$ cat config.mk
export PLATFORM = sky130hd
export DESIGN_NAME = ptw_walker
export DESIGN_NICKNAME = d
export VERILOG_FILES = /design/src/rtl/ptw_pkg.sv /design/src/rtl/ptw_l1_dec.sv /design/src/rtl/ptw_l2_dec.sv /design/src/rtl/ptw_walker.sv
export SDC_FILE = /design/constraint.sdc
export NUM_CORES = 1
export LEC_CHECK = 0
export CAP_MARGIN = 40
export CORE_MARGIN = 3
export CORE_UTILIZATION = 45
export DETAILED_ROUTE_END_ITERATION = 10
export GPL_ROUTABILITY_DRIVEN = 0
export PLACE_DENSITY = 0.79
export SLEW_MARGIN = 5
export SYNTH_ARGS = -nofsm -noshare
export SYNTH_HDL_FRONTEND = slang
export SYNTH_SLANG_ARGS = --single-unit
$ cat constraint.sdc
create_clock -name clk -period 2.3 [get_ports clk]
set_clock_uncertainty 0.05 [all_clocks]
set_input_delay 0.575 -clock clk [delete_from_list [all_inputs] [get_ports clk]]
set_output_delay 0.575 -clock clk [all_outputs]
set_load 0.02 [all_outputs]
$ cat src/rtl/ptw_pkg.sv
package ptw_pkg;
    localparam int AW        = 32;
    localparam int DOM_W     = 4;
    localparam int AP_W      = 2;
    localparam int SECT_SH   = 20;  // 1 MB section offset width
    localparam int LARGE_SH  = 16;  // 64 KB page offset width
    localparam int SMALL_SH  = 12;  // 4 KB page offset width
    localparam int TINY_SH   = 10;  // 1 KB page offset width
    localparam int BASE_SH   = 14;  // first-level table alignment
    localparam int COARSE_SH = 10;  // coarse table alignment
    localparam int FINE_SH   = 12;  // fine table alignment
    localparam int SUBPAGES  = 4;
    localparam int SUBAP_LSB = 4;
    localparam int DOM_LSB   = 5;
    localparam int SAP_LSB   = 10;
    localparam int C_BIT     = 3;
    localparam int B_BIT     = 2;

    typedef enum logic [1:0] {
        L1_INV    = 2'b00,
        L1_COARSE = 2'b01,
        L1_SECT   = 2'b10,
        L1_FINE   = 2'b11
    } l1_kind_e;

    typedef enum logic [2:0] {
        ST_IDLE,
        ST_L1_REQ,
        ST_L1_WAIT,
        ST_L2_REQ,
        ST_L2_WAIT
    } walk_st_e;

    typedef struct packed {
        walk_st_e          st;
        logic [AW-1:0]     va;
        logic [AW-1:0]     maddr;
        logic              fine;
        logic [DOM_W-1:0]  dom;
        logic              done;
        logic              fault;
        logic              flvl;
        logic [AW-1:0]     pa;
        logic [AP_W-1:0]   ap;
        logic              cch;
        logic              bfr;
    } walk_s;
endpackage

$ cat src/rtl/ptw_l1_dec.sv
module ptw_l1_dec
    import ptw_pkg::*;
(
    input  logic [AW-1:0]    desc,
    input  logic [AW-1:0]    va,
    output l1_kind_e         kind,
    output logic [AW-1:0]    sect_pa,
    output logic [AW-1:0]    l2_addr,
    output logic [DOM_W-1:0] dom,
    output logic [AP_W-1:0]  ap,
    output logic             cch,
    output logic             bfr
);
    always_comb begin
        kind    = l1_kind_e'(desc[1:0]);
        dom     = desc[DOM_LSB +: DOM_W];
        ap      = desc[SAP_LSB +: AP_W];
        cch     = desc[C_BIT];
        bfr     = desc[B_BIT];
        sect_pa = {desc[AW-1:SECT_SH], va[SECT_SH-1:0]};
        if (kind == L1_FINE)
            l2_addr = {desc[AW-1:FINE_SH], va[SECT_SH-1:TINY_SH], 2'b00};
        else
            l2_addr = {desc[AW-1:COARSE_SH], va[SECT_SH-1:SMALL_SH], 2'b00};
    end
endmodule

$ cat src/rtl/ptw_l2_dec.sv
module ptw_l2_dec
    import ptw_pkg::*;
(
    input  logic [AW-1:0]   desc,
    input  logic [AW-1:0]   va,
    input  logic            fine,
    output logic            fault,
    output logic [AW-1:0]   pa,
    output logic [AP_W-1:0] ap,
    output logic            cch,
    output logic            bfr
);
    logic [AP_W-1:0] sub_ap [SUBPAGES];

    for (genvar g = 0; g < SUBPAGES; g++) begin : g_sub
        assign sub_ap[g] = desc[SUBAP_LSB + AP_W*g +: AP_W];
    end

    always_comb begin
        fault = 1'b0;
        pa    = '0;
        ap    = '0;
        cch   = desc[C_BIT];
        bfr   = desc[B_BIT];
        unique case (desc[1:0])
            2'b01: begin
                pa = {desc[AW-1:LARGE_SH], va[LARGE_SH-1:0]};
                ap = sub_ap[va[LARGE_SH-1:LARGE_SH-2]];
            end
            2'b10: begin
                pa = {desc[AW-1:SMALL_SH], va[SMALL_SH-1:0]};
                ap = sub_ap[va[SMALL_SH-1:SMALL_SH-2]];
            end
            2'b11: begin
                if (fine) begin
                    pa = {desc[AW-1:TINY_SH], va[TINY_SH-1:0]};
                    ap = sub_ap[0];
                end else begin
                    fault = 1'b1;
                end
            end
            default: fault = 1'b1;
        endcase
        if (fault) begin
            cch = 1'b0;
            bfr = 1'b0;
        end
    end
endmodule

$ cat src/rtl/ptw_walker.sv
module ptw_walker
    import ptw_pkg::*;
(
    input  logic             clk,
    input  logic             rst_n,
    input  logic             req_valid,
    output logic             req_ready,
    input  logic [AW-1:0]    req_va,
    input  logic [AW-1:0]    tbl_base,
    output logic             mem_req_valid,
    input  logic             mem_req_ready,
    output logic [AW-1:0]    mem_req_addr,
    input  logic             mem_rsp_valid,
    input  logic [AW-1:0]    mem_rsp_data,
    output logic             done,
    output logic             fault,
    output logic             fault_level,
    output logic [AW-1:0]    pa,
    output logic [DOM_W-1:0] domain,
    output logic [AP_W-1:0]  ap,
    output logic             cacheable,
    output logic             bufferable
);
    walk_s q_q, q_d;

    l1_kind_e         l1_kind;
    logic [AW-1:0]    l1_pa, l1_next;
    logic [DOM_W-1:0] l1_dom;
    logic [AP_W-1:0]  l1_ap;
    logic             l1_c, l1_b;
    logic             l2_fault;
    logic [AW-1:0]    l2_pa;
    logic [AP_W-1:0]  l2_ap;
    logic             l2_c, l2_b;

    ptw_l1_dec u_l1 (
        .desc(mem_rsp_data), .va(q_q.va), .kind(l1_kind), .sect_pa(l1_pa),
        .l2_addr(l1_next), .dom(l1_dom), .ap(l1_ap), .cch(l1_c), .bfr(l1_b)
    );

    ptw_l2_dec u_l2 (
        .desc(mem_rsp_data), .va(q_q.va), .fine(q_q.fine), .fault(l2_fault),
        .pa(l2_pa), .ap(l2_ap), .cch(l2_c), .bfr(l2_b)
    );

    always_comb begin
        q_d      = q_q;
        q_d.done = 1'b0;
        unique case (q_q.st)
            ST_IDLE: if (req_valid) begin
                q_d.va    = req_va;
                q_d.maddr = {tbl_base[AW-1:BASE_SH], req_va[AW-1:SECT_SH], 2'b00};
                q_d.st    = ST_L1_REQ;
            end
            ST_L1_REQ: if (mem_req_ready) q_d.st = ST_L1_WAIT;
            ST_L1_WAIT: if (mem_rsp_valid) begin
                unique case (l1_kind)
                    L1_INV: begin
                        q_d.st    = ST_IDLE;
                        q_d.done  = 1'b1;
                        q_d.fault = 1'b1;
                        q_d.flvl  = 1'b0;
                        q_d.dom   = '0;
                        q_d.pa    = '0;
                        q_d.ap    = '0;
                        q_d.cch   = 1'b0;
                        q_d.bfr   = 1'b0;
                    end
                    L1_SECT: begin
                        q_d.st    = ST_IDLE;
                        q_d.done  = 1'b1;
                        q_d.fault = 1'b0;
                        q_d.flvl  = 1'b0;
                        q_d.dom   = l1_dom;
                        q_d.pa    = l1_pa;
                        q_d.ap    = l1_ap;
                        q_d.cch   = l1_c;
                        q_d.bfr   = l1_b;
                    end
                    default: begin
                        q_d.st    = ST_L2_REQ;
                        q_d.dom   = l1_dom;
                        q_d.maddr = l1_next;
                        q_d.fine  = (l1_kind == L1_FINE);
                    end
                endcase
            end
            ST_L2_REQ: if (mem_req_ready) q_d.st = ST_L2_WAIT;
            ST_L2_WAIT: if (mem_rsp_valid) begin
                q_d.st    = ST_IDLE;
                q_d.done  = 1'b1;
                q_d.fault = l2_fault;
                q_d.flvl  = 1'b1;
                q_d.pa    = l2_pa;
                q_d.ap    = l2_ap;
                q_d.cch   = l2_c;
                q_d.bfr   = l2_b;
            end
            default: q_d.st = ST_IDLE;
        endcase
    end

    always_ff @(posedge clk or negedge rst_n) begin
        if (!rst_n) q_q <= '0;
        else        q_q <= q_d;
    end

    assign req_ready     = (q_q.st == ST_IDLE);
    assign mem_req_valid = (q_q.st == ST_L1_REQ) || (q_q.st == ST_L2_REQ);
    assign mem_req_addr  = q_q.maddr;
    assign done          = q_q.done;
    assign fault         = q_q.fault;
    assign fault_level   = q_q.flvl;
    assign pa            = q_q.pa;
    assign domain        = q_q.dom;
    assign ap            = q_q.ap;
    assign cacheable     = q_q.cch;
    assign bufferable    = q_q.bfr;

    // request held stable until accepted
    p_req_hold_r11: assert property (@(posedge clk) disable iff (!rst_n)
        mem_req_valid && !mem_req_ready |=> mem_req_valid && $stable(mem_req_addr));

    // descriptor reads are word aligned
    p_word_align_r1: assert property (@(posedge clk) disable iff (!rst_n)
        mem_req_valid |-> mem_req_addr[1:0] == 2'b00);

    // result strobe is a single cycle
    p_done_pulse_r10: assert property (@(posedge clk) disable iff (!rst_n)
        done |=> !done);

    // no memory traffic while accepting requests
    p_idle_quiet_r10: assert property (@(posedge clk) disable iff (!rst_n)
        req_ready |-> !mem_req_valid);

    // faulting result carries no translation
    p_fault_clean_r10: assert property (@(posedge clk) disable iff (!rst_n)
        done && fault |-> pa == '0 && ap == '0 && !cacheable && !bufferable);

    // a first-level fault reports domain zero
    p_l1_fault_dom_r2: assert property (@(posedge clk) disable iff (!rst_n)
        done && fault && !fault_level |-> domain == '0);
endmodule

After elaboration in Yosys (flattened, before gate mapping)
Cells that the tools add are included.
{"block": "totals", "inputBits": 101, "reg_bits": 111, "output_inout_bits": 77}
{"block": "op_classes", "n_eq_ne": 14, "muxes": 29, "bitwise_logic": 3, "n_reduce_logical": 13, "n_lt_le_gt_ge": 2}
{"cell": "39-bit case mux with 2 select lines", "n": 2}
{"cell": "32-bit case mux with 3 select lines", "n": 1}
{"cell": "76-bit 2-to-1 mux", "n": 1}
{"cell": "67-bit 2-to-1 mux", "n": 1}
{"cell": "32-bit case mux with 2 select lines", "n": 1}
{"cell": "39-bit 2-to-1 mux", "n": 1}
{"cell": "33-bit 2-to-1 mux", "n": 1}
{"cell": "32-bit 2-to-1 mux", "n": 1}
{"cell": "3-bit case mux with 5 select lines", "n": 1}
{"cell": "12-bit 2-to-1 mux", "n": 1}
{"cell": "2-bit 2-to-1 mux", "n": 6}
{"cell": "3-bit 2-to-1 mux", "n": 4}
{"cell": "2-bit != test, second input constant", "n": 6}
{"cell": "2-bit binary-select mux with 2-bit select", "n": 2}
{"cell": "4-bit AND reduction", "n": 2}
{"cell": "3-bit by 2-bit equality test with 1-bit output, second input constant", "n": 2}
{"cell": "3-bit >= comparator, second input constant", "n": 2}
{"cell": "2-bit NOT with 3-bit output", "n": 2}
{"cell": "2-bit case mux with 3 select lines", "n": 1}
{"cell": "5-bit AND reduction", "n": 1}
{"cell": "2-bit equality test, second input constant", "n": 2}
{"cell": "4-bit 2-to-1 mux", "n": 1}
{"cell": "2-bit AND reduction", "n": 2}
{"cell": "2-bit nonzero test", "n": 2}
{"cell": "12 further kinds", "n": 15}

Longest topological paths before layout
Gate-level depths: netlist of run 1.
{"block": "logic_depth", "ltp_word": 7, "mapped_depth": 9}

By module
A second synthesis of run 1 with hierarchy kept.
{"block": "hier_totals", "cells_unflattened": 638, "area_unflattened_um2": 6701.4}
{"mod": "ptw_walker", "seq_area_each_um2": 2777.7, "area_per_inst_um2": 5490.3, "cells_per_inst": 489, "n_inst": 1}
{"mod": "ptw_l1_dec", "seq_area_each_um2": 0.0, "area_per_inst_um2": 608.1, "cells_per_inst": 76, "n_inst": 1}
{"mod": "ptw_l2_dec", "seq_area_each_um2": 0.0, "area_per_inst_um2": 603.1, "cells_per_inst": 73, "n_inst": 1}

Least setup slack after synthesis of run 1
OpenSTA, ideal clock, no wires.
{"block": "synth_timing", "path_kind": "input to register", "startpoint": "input mem_rsp_data[0]", "endpoint": "register q_q (netlist bit pa[20])", "path_stages": 9, "path_buffers": 3, "t_required_ns": 2.129, "path_slack_ns": 0.207, "setup_time_ns": 0.121, "arrival_time_ns": 1.922, "cell_sequence": "inv_1 ha_1 buf_2 nor2_1 o21ai_0 nand3b_1 buf_2 clkbuf_1 a22o_1"}
{"block": "synth_via", "elab_chain_len": 4}
{"item": "from (decl)", "line": "ptw_walker.sv:14", "rtl": "input logic [AW-1:0] mem_rsp_data,"}
{"item": "2-bit equality test (tied with other cells)", "line": "ptw_l2_dec.sv:25", "rtl": "unique case (desc[1:0])"}
{"item": "32-bit case mux with 3 select lines / 39-bit case mux with 2 select lines (equally long branches)", "line": "ptw_l2_dec.sv:25, ptw_walker.sv:57"}
{"item": "39-bit 2-to-1 mux / 76-bit 2-to-1 mux (equally long branches)", "line": "ptw_walker.sv:89, ptw_walker.sv:56"}
{"item": "39-bit case mux with 2 select lines", "line": "ptw_walker.sv:49", "rtl": "unique case (q_q.st)"}
{"item": "to (signal assigned)", "line": "ptw_walker.sv:105", "rtl": "else q_q <= q_d;"}
{"item": "to (decl)", "line": "ptw_walker.sv:24", "rtl": "walk_s q_q, q_d;"}
Several ways; a longest one is shown, not always the timed one. The select of a mux whose other input is x is not followed.
A chain may end at the register's enable or synchronous reset.

Worst setup path in the final report of run 1
{"block": "layout_timing", "startpoint": "input mem_rsp_data[0]", "endpoint": "register q_q (netlist bit fault)"}
{"block": "layout_via", "elab_chain_len": 5}
{"item": "2-bit by 1-bit equality test with 1-bit output / 2-bit equality test (equally long branches)", "line": "ptw_l2_dec.sv:25, ptw_walker.sv:57"}
{"item": "2-bit OR reduction (no line)"}
{"item": "1-bit case mux with 2 select lines", "line": "ptw_l2_dec.sv:25"}
{"item": "39-bit 2-to-1 mux", "line": "ptw_walker.sv:89", "rtl": "ST_L2_WAIT: if (mem_rsp_valid) begin"}
{"item": "39-bit case mux with 2 select lines", "line": "ptw_walker.sv:49"}
Several ways; a longest one is shown, not always the timed one. The select of a mux whose other input is x is not followed.

==> results of run 1 <==
state kept, by name, indices dropped and copies added, names as in the netlist:
| name | flops |
|---|---|
| ap | 2 |
| fault_level | 1 |
| fault | 1 |
| q_q | 24 |
| domain | 4 |
| cacheable | 1 |
| bufferable | 1 |
| pa | 32 |
| mem_req_addr | 30 |
| done | 1 |
logic make-up after synthesis:
group | Yosys count | share of synthesized area
compound gates | 119 | 0.173
buf+inv | 105 | 0.143
flops | 97 | 0.493
simple gates | 96 | 0.0902
mux | 36 | 0.0869
fa+ha+maj | 5 | 0.0127
other cells | 1 | 0.000762
layout make-up:
class / instances / area (um^2)
Timing Repair Buffer: 195 / 1940
Fill cell: 864 / 3900
Tap cell: 136 / 170
Clock buffer: 10 / 138
Clock inverter: 6 / 56.3
Sequential cell: 97 / 2430
Multi-Input combinational cell: 258 / 1800
Inverter: 8 / 30.0
worst paths after layout:
| check | startpoint | slack (ps) | endpoint |
|---|---|---|---|
| worst min register to register | domain[2]$_DFFE_PN0P_ | 430 | domain[2]$_DFFE_PN0P_ |
| worst max-delay path | mem_rsp_data[0] | 140 | fault$_DFFE_PN0P_ |
| worst min-delay path | rst_n | 60 | pa[27]$_DFFE_PN0P_ |
| min in group clk | domain[2]$_DFFE_PN0P_ | 430 | domain[2]$_DFFE_PN0P_ |
| worst max register to register | q_q[110]$_DFFE_PN0P_ | 410 | q_q[92]$_DFFE_PN0P_ |
| max in group asynchronous | rst_n | 1450 | q_q[108]$_DFFE_PN0P_ |
layout by cell type, fill, tap and decap left out, types with 6 or more instances in the layout:
master           netlist  layout
a21oi_1               30      29
a21oi_2                5       6
a221o_1               12      12
a22o_1                25      25
a22oi_1               16      16
buf_12                 0       6
buf_4                 72      29
clkbuf_8               0      10
clkdlybuf4s50_1        0     158
dfrtp_1               97      96
inv_1                  8       8
mux2_2                34      34
nand2_1               32      32
nand3_1                6       6
nor2_1                36      36
o21ai_0               20      20
worst register-to-register path: cells and delay by family, from the launching register on:
kind | cells | cell delay, ps
muxes | 1 | 300
buffers and inverters | 1 | 280
DFF | 1 | 470
and+or+nand+nor | 1 | 690
cells in the mapped netlist:
cell type,number
a21oi_2,5
nor3_1,2
nand3_1,6
buf_6,4
and4bb_2,2
inv_1,8
a21oi_1,30
and3_1,4
nor2_1,36
nor2_2,1
clkbuf_1,12
a22o_1,25
nand3b_1,2
o21ai_0,20
nand2b_1,2
and2_1,2
or4b_1,1
o32ai_1,1
a21o_1,2
mux2_2,34
conb_1,1
a22oi_1,16
buf_1,1
dfrtp_1,97
buf_2,8
a32oi_1,2
nand2_1,32
nor2b_1,5
o31ai_4,1
o21a_1,2
mux4_2,2
a31oi_1,1
ha_1,5
a221o_1,12
a41oi_1,1
nand4bb_1,1
buf_4,72
o211ai_1,1
power groups by stage:
stage | sequential (mW) | combinational [mW] | clock, mW
2_1_floorplan | 2.95 | 3.20 | 0
3_3_place_gp | 3.08 | 4.12 | 0
3_5_place_dp | 3.13 | 4.20 | 0
4_1_cts | 3.10 | 4.21 | 1.11
5_1_grt | 3.21 | 4.45 | 1.19
6_report | 3.10 | 4.17 | 1.09
routing by layer:
layer | up-vias | wire length [um] | GRT usage
li1 | 1763 | - | -
met1 | 1956 | 5180 | 0.259
met2 | 127 | 6550 | 0.353
met3 | 22 | 607 | 0.0312
met4 | 0 | 283 | 0.0772
met5 | - | 0 | 0
what timing repair did:
action,4_1_cts,5_1_grt
gates resized for setup,2,1
hold buffers,0,0
setup endpoints to repair,2,1
pin swaps,0,0
==> qor.yml, run 1 <==
cts_buffers: 9
seq_power_share: 0.371
wire_per_inst_um: 17.8
die_area_um2: 12200
dr.pass1.iters: 4
track_usage: 0.205
h-tree-depth: 3
grt_pass1_vias: 3940
postCtsSetupRepairBufs: 0
swShare: 0.385
io_pins: 178
rows: 37
globalRoute.totalOverflow: 0
setup.worst_path.class: "input port to register"
setup_viol_count_final: 0
clk_path_buf_depth: 2
fin_setup_tns_ps: 0
drt-total-wl_um: 12600
fmax_ghz: 0.462
vias: 3868
ys_ff_latch: 97
critPathMaxStageDelay_ps: 510
p_comb_frac: 0.499
vias_per_cell: 5.45
worstSkewPairLatency_ps: 360
place_area_um2: 6370
root_buffer: "clkbuf_8"
drc_errors: 0
r2r.worst_path.cells: 3
ir_worst_vdd_mv: 0.580
place_ws_ps: -227
dp_cells: 694
worst-path-max-fanout: 8
yosysWarnings: 0
synthCells: 459
ys_seq_area_frac: 0.493
nNetsFinal: 675
grt_pass1_wl_um: 20300
post-dp-hpwl_um: 9660
fin_cells: 710
path_delay_family: "buffers and inverters"
cp-start-kind: "input port"
run_status: "completed"
n_antenna_cell: 0
final-hold-violation-count: 0
cts_sinks: 97
start_util: 0.471
synth_top_cell_area_share: 0.493
crit_slowest_cell: "clkdlybuf4s50_1"
hold_class: "input port to asynchronous set/reset pin"
p_leak_nw: 2.81
die_h_um: 111
path_buf_inv: 3
path_clk_slew_ps: 110
grt_setup_unrepaired: "false"
path_depth: 8
clkPwrFrac: 0.130
drive_gt1_frac: 0.171
report.final.slew_viol_count: 0
fp.dieW_um: 111
final_area_um2: 6560
maxCapViolCount: 0
syn_avg_cell_area_um2: 10.7
netlist_area_um2: 4920
cp-end-kind: "register"
antenna_found_initial: 0
total_power_mw: 8.35
critPathRequiredTime_ps: 2500
ant_nets: 0
yosysTopAreaCell: "dfrtp_1"
p_int_mw: 5.13
synth.distinct_cells: 38
critPathArrivalTime_ps: 2360
worst_slack_ps: 136
area_growth_pct: 33.3
synth.area.top_cells: "dfrtp_1, buf_4, mux2_2, a22o_1, a21oi_1"
utilization: 0.627
grt_max_degree: 48
numPortBuffers: 161
drt_iter0_drc: 289
p_per_area_nw_per_um2: 1270
p_switching_mw: 3.22
period_share: 0.941
min_period_ps: 2160
cts_tree: "built"
path_cells: "clkdlybuf4s50_1 -> inv_1 -> ha_1 -> nor2_1 -> o21ai_0 -> nand3b_1 -> buf_4 -> mux2_2"
fin_worst_hold_slack_ps: 63.9
core_area_um2: 10500
No activity file was read; power rests on OpenSTA's default activity.
==> inputs of run 2 (changes only) <==
--- a/config.mk
+++ b/config.mk
@@ -10,6 +10,7 @@
 export CORE_UTILIZATION = 45
 export DETAILED_ROUTE_END_ITERATION = 10
 export GPL_ROUTABILITY_DRIVEN = 0
+export GPL_TIMING_DRIVEN = 0
 export PLACE_DENSITY = 0.79
 export SLEW_MARGIN = 5
 export SYNTH_ARGS = -nofsm -noshare
==> run 2 against run 1 <==
  * Setup slack is essentially flat
  * Maximum frequency is essentially flat
  * First-iteration DRC count shrank 12%
  * Cell count grew 9.0%
  * Global-route usage grew 2.0 points
  * Critical path depth shrank 2
  * Clock power is essentially flat
  * Critical path type unchanged
  * Highest routed layer unchanged
==> qor.yml, run 2 (synthesis gave the netlist of run 1 again) <==
run_status: "completed"
fin_worst_hold_slack_ps: 88.9  # +25.0 ps
root_buffer: "clkbuf_8"
ant_nets: 0  # unchanged
fillers: 829  # -4.1%
cts_tree: "built"
post-dp-hpwl_um: 10600  # +9.4%
cts_sinks: 97  # unchanged
final_common_cell: "clkdlybuf4s50_1"
dr.pass1.iters: 4  # unchanged
place_area_um2: 6730  # +5.8%
grt_pass1_vias: 4203  # +6.7%
drt-total-wl_um: 13900  # +9.9%
fp.dieW_um: 111  # unchanged
period_share: 0.941  # about the same
final-hold-violation-count: 0  # unchanged
globalRoute.totalOverflow: 0  # unchanged
area_growth_pct: 41.5
drt_iter0_drc: 254  # -12%
reg2reg_from: "q_q[110]$_DFFE_PN0P_"
die_area_um2: 12200  # unchanged
worst_slack_ps: 136  # -0.106 ps
hold_class: "input port to asynchronous set/reset pin"
grt_max_degree: 68  # +42%
setup_viol_count_final: 0  # unchanged
n_antenna_cell: 0  # unchanged
numPortBuffers: 161  # unchanged
clk_path_buf_depth: 2  # unchanged
worst-path-max-fanout: 10  # +2
setup.worst_path.class: "input port to register"
critPathRequiredTime_ps: 2530  # +30 ps
fin_cells: 774  # +9.0%
vias: 4105  # +6.1%
antenna_found_initial: 0  # unchanged
ir_worst_vdd_mv: 0.647  # +12%
r2r.worst_path.cells: 7  # +4
p_per_area_nw_per_um2: 1320  # +3.9%
final_area_um2: 6970  # +6.2%
path_clk_slew_ps: 100  # about the same
cts_buffers: 9  # unchanged
place_ws_ps: -816  # -589 ps
dp_cells: 758  # +9.2%
wire_per_inst_um: 17.9  # +0.77%
layout_common_cells: "clkdlybuf4s50_1, dfrtp_1, buf_4"
cp-end-kind: "register"
largest_reg_flops: 32  # unchanged
p_leak_nw: 3.09  # +10%
io_pins: 178  # unchanged
r2r_slack_ps: 290  # -120 ps
critPathArrivalTime_ps: 2390  # +30 ps
total_power_mw: 9.21  # +10%
h-tree-depth: 3  # unchanged
multi_input_area_um2: 1810  # +0.42%
fin_setup_tns_ps: 0  # unchanged
utilization: 0.666  # +0.0387
track_usage: 0.225  # +0.0202
grt_setup_unrepaired: "false"
max_slew_margin: 0.587
start_util: 0.471  # unchanged
vias_per_cell: 5.30  # -2.6%
cp-start-kind: "input port"
rows: 37  # unchanged
report.final.slew_viol_count: 0  # unchanged
min_period_ps: 2160  # +0.106 ps
fmax_ghz: 0.462  # about the same
seqCellArea_um2: 2430  # about the same
nNetsFinal: 740  # +9.6%
grt_pass1_wl_um: 22200  # +9.6%
maxCapViolCount: 0  # unchanged
worst-slew-pin-transition_ps: 620
core_area_um2: 10500  # unchanged
die_h_um: 111  # unchanged
drive_gt1_frac: 0.243  # +0.0722
drc_errors: 0  # unchanged
r2r_end: "mem_req_addr[14]$_DFFE_PN0P_"
worstSkewPairLatency_ps: 350  # about the same
## run 2: per-layer routing
layer	wire length (um)	up-vias	global-route usage
met5	0	-	0
met4	265	0	0.0731
met3	718	20	0.0329
met2	7090	141	0.394
met1	5790	2043	0.285
li1	-	1901	-
## run 2: timing repair
action                     4_1_cts  5_1_grt
hold buffers                     0        0
setup endpoints to repair       47       30
resized for setup               19        2
gates cloned                     0        0
setup buffers                    1        0
## run 2: final cells by class
cell class	count	area share
Tap cell	136	0.0244
Sequential cell	97	0.348
Multi-Input combinational cell	258	0.259
Timing Repair Buffer	163	0.236
Clock inverter	6	0.00970
Clock buffer	9	0.0178
Buffer	97	0.100
Inverter	8	0.00431
## run 2: worst max path at each step
stage	start	end	slack, ps	cells past startpoint
2_1_floorplan	mem_rsp_data[0]	pa[20]$_DFFE_PN0P_	210	9
3_3_place_gp	rst_n	q_q[90]$_DFFE_PN0P_	-2940	1
3_5_place_dp	mem_rsp_data[0]	pa[5]$_DFFE_PN0P_	-820	10
4_1_cts	mem_rsp_data[1]	pa[5]$_DFFE_PN0P_	10	9
5_1_grt	mem_rsp_valid	mem_req_addr[14]$_DFFE_PN0P_	50	7
6_report	mem_rsp_valid	mem_req_addr[30]$_DFFE_PN0P_	140	6
## run 2: report_power, final
| group | total (mW) | switching (mW) | internal [mW] |
|---|---|---|---|
| clock | 1.10 | 0.601 | 0.503 |
| combinational | 5.04 | 2.25 | 2.79 |
| sequential | 3.07 | 0.550 | 2.52 |
## run 2: critical path, cell delays in order
cell	delay [ps]
clkdlybuf4s50_1	560
nand4bb_1	370
nor2_4	320
buf_2	270
a22oi_1	110
a21oi_1	170
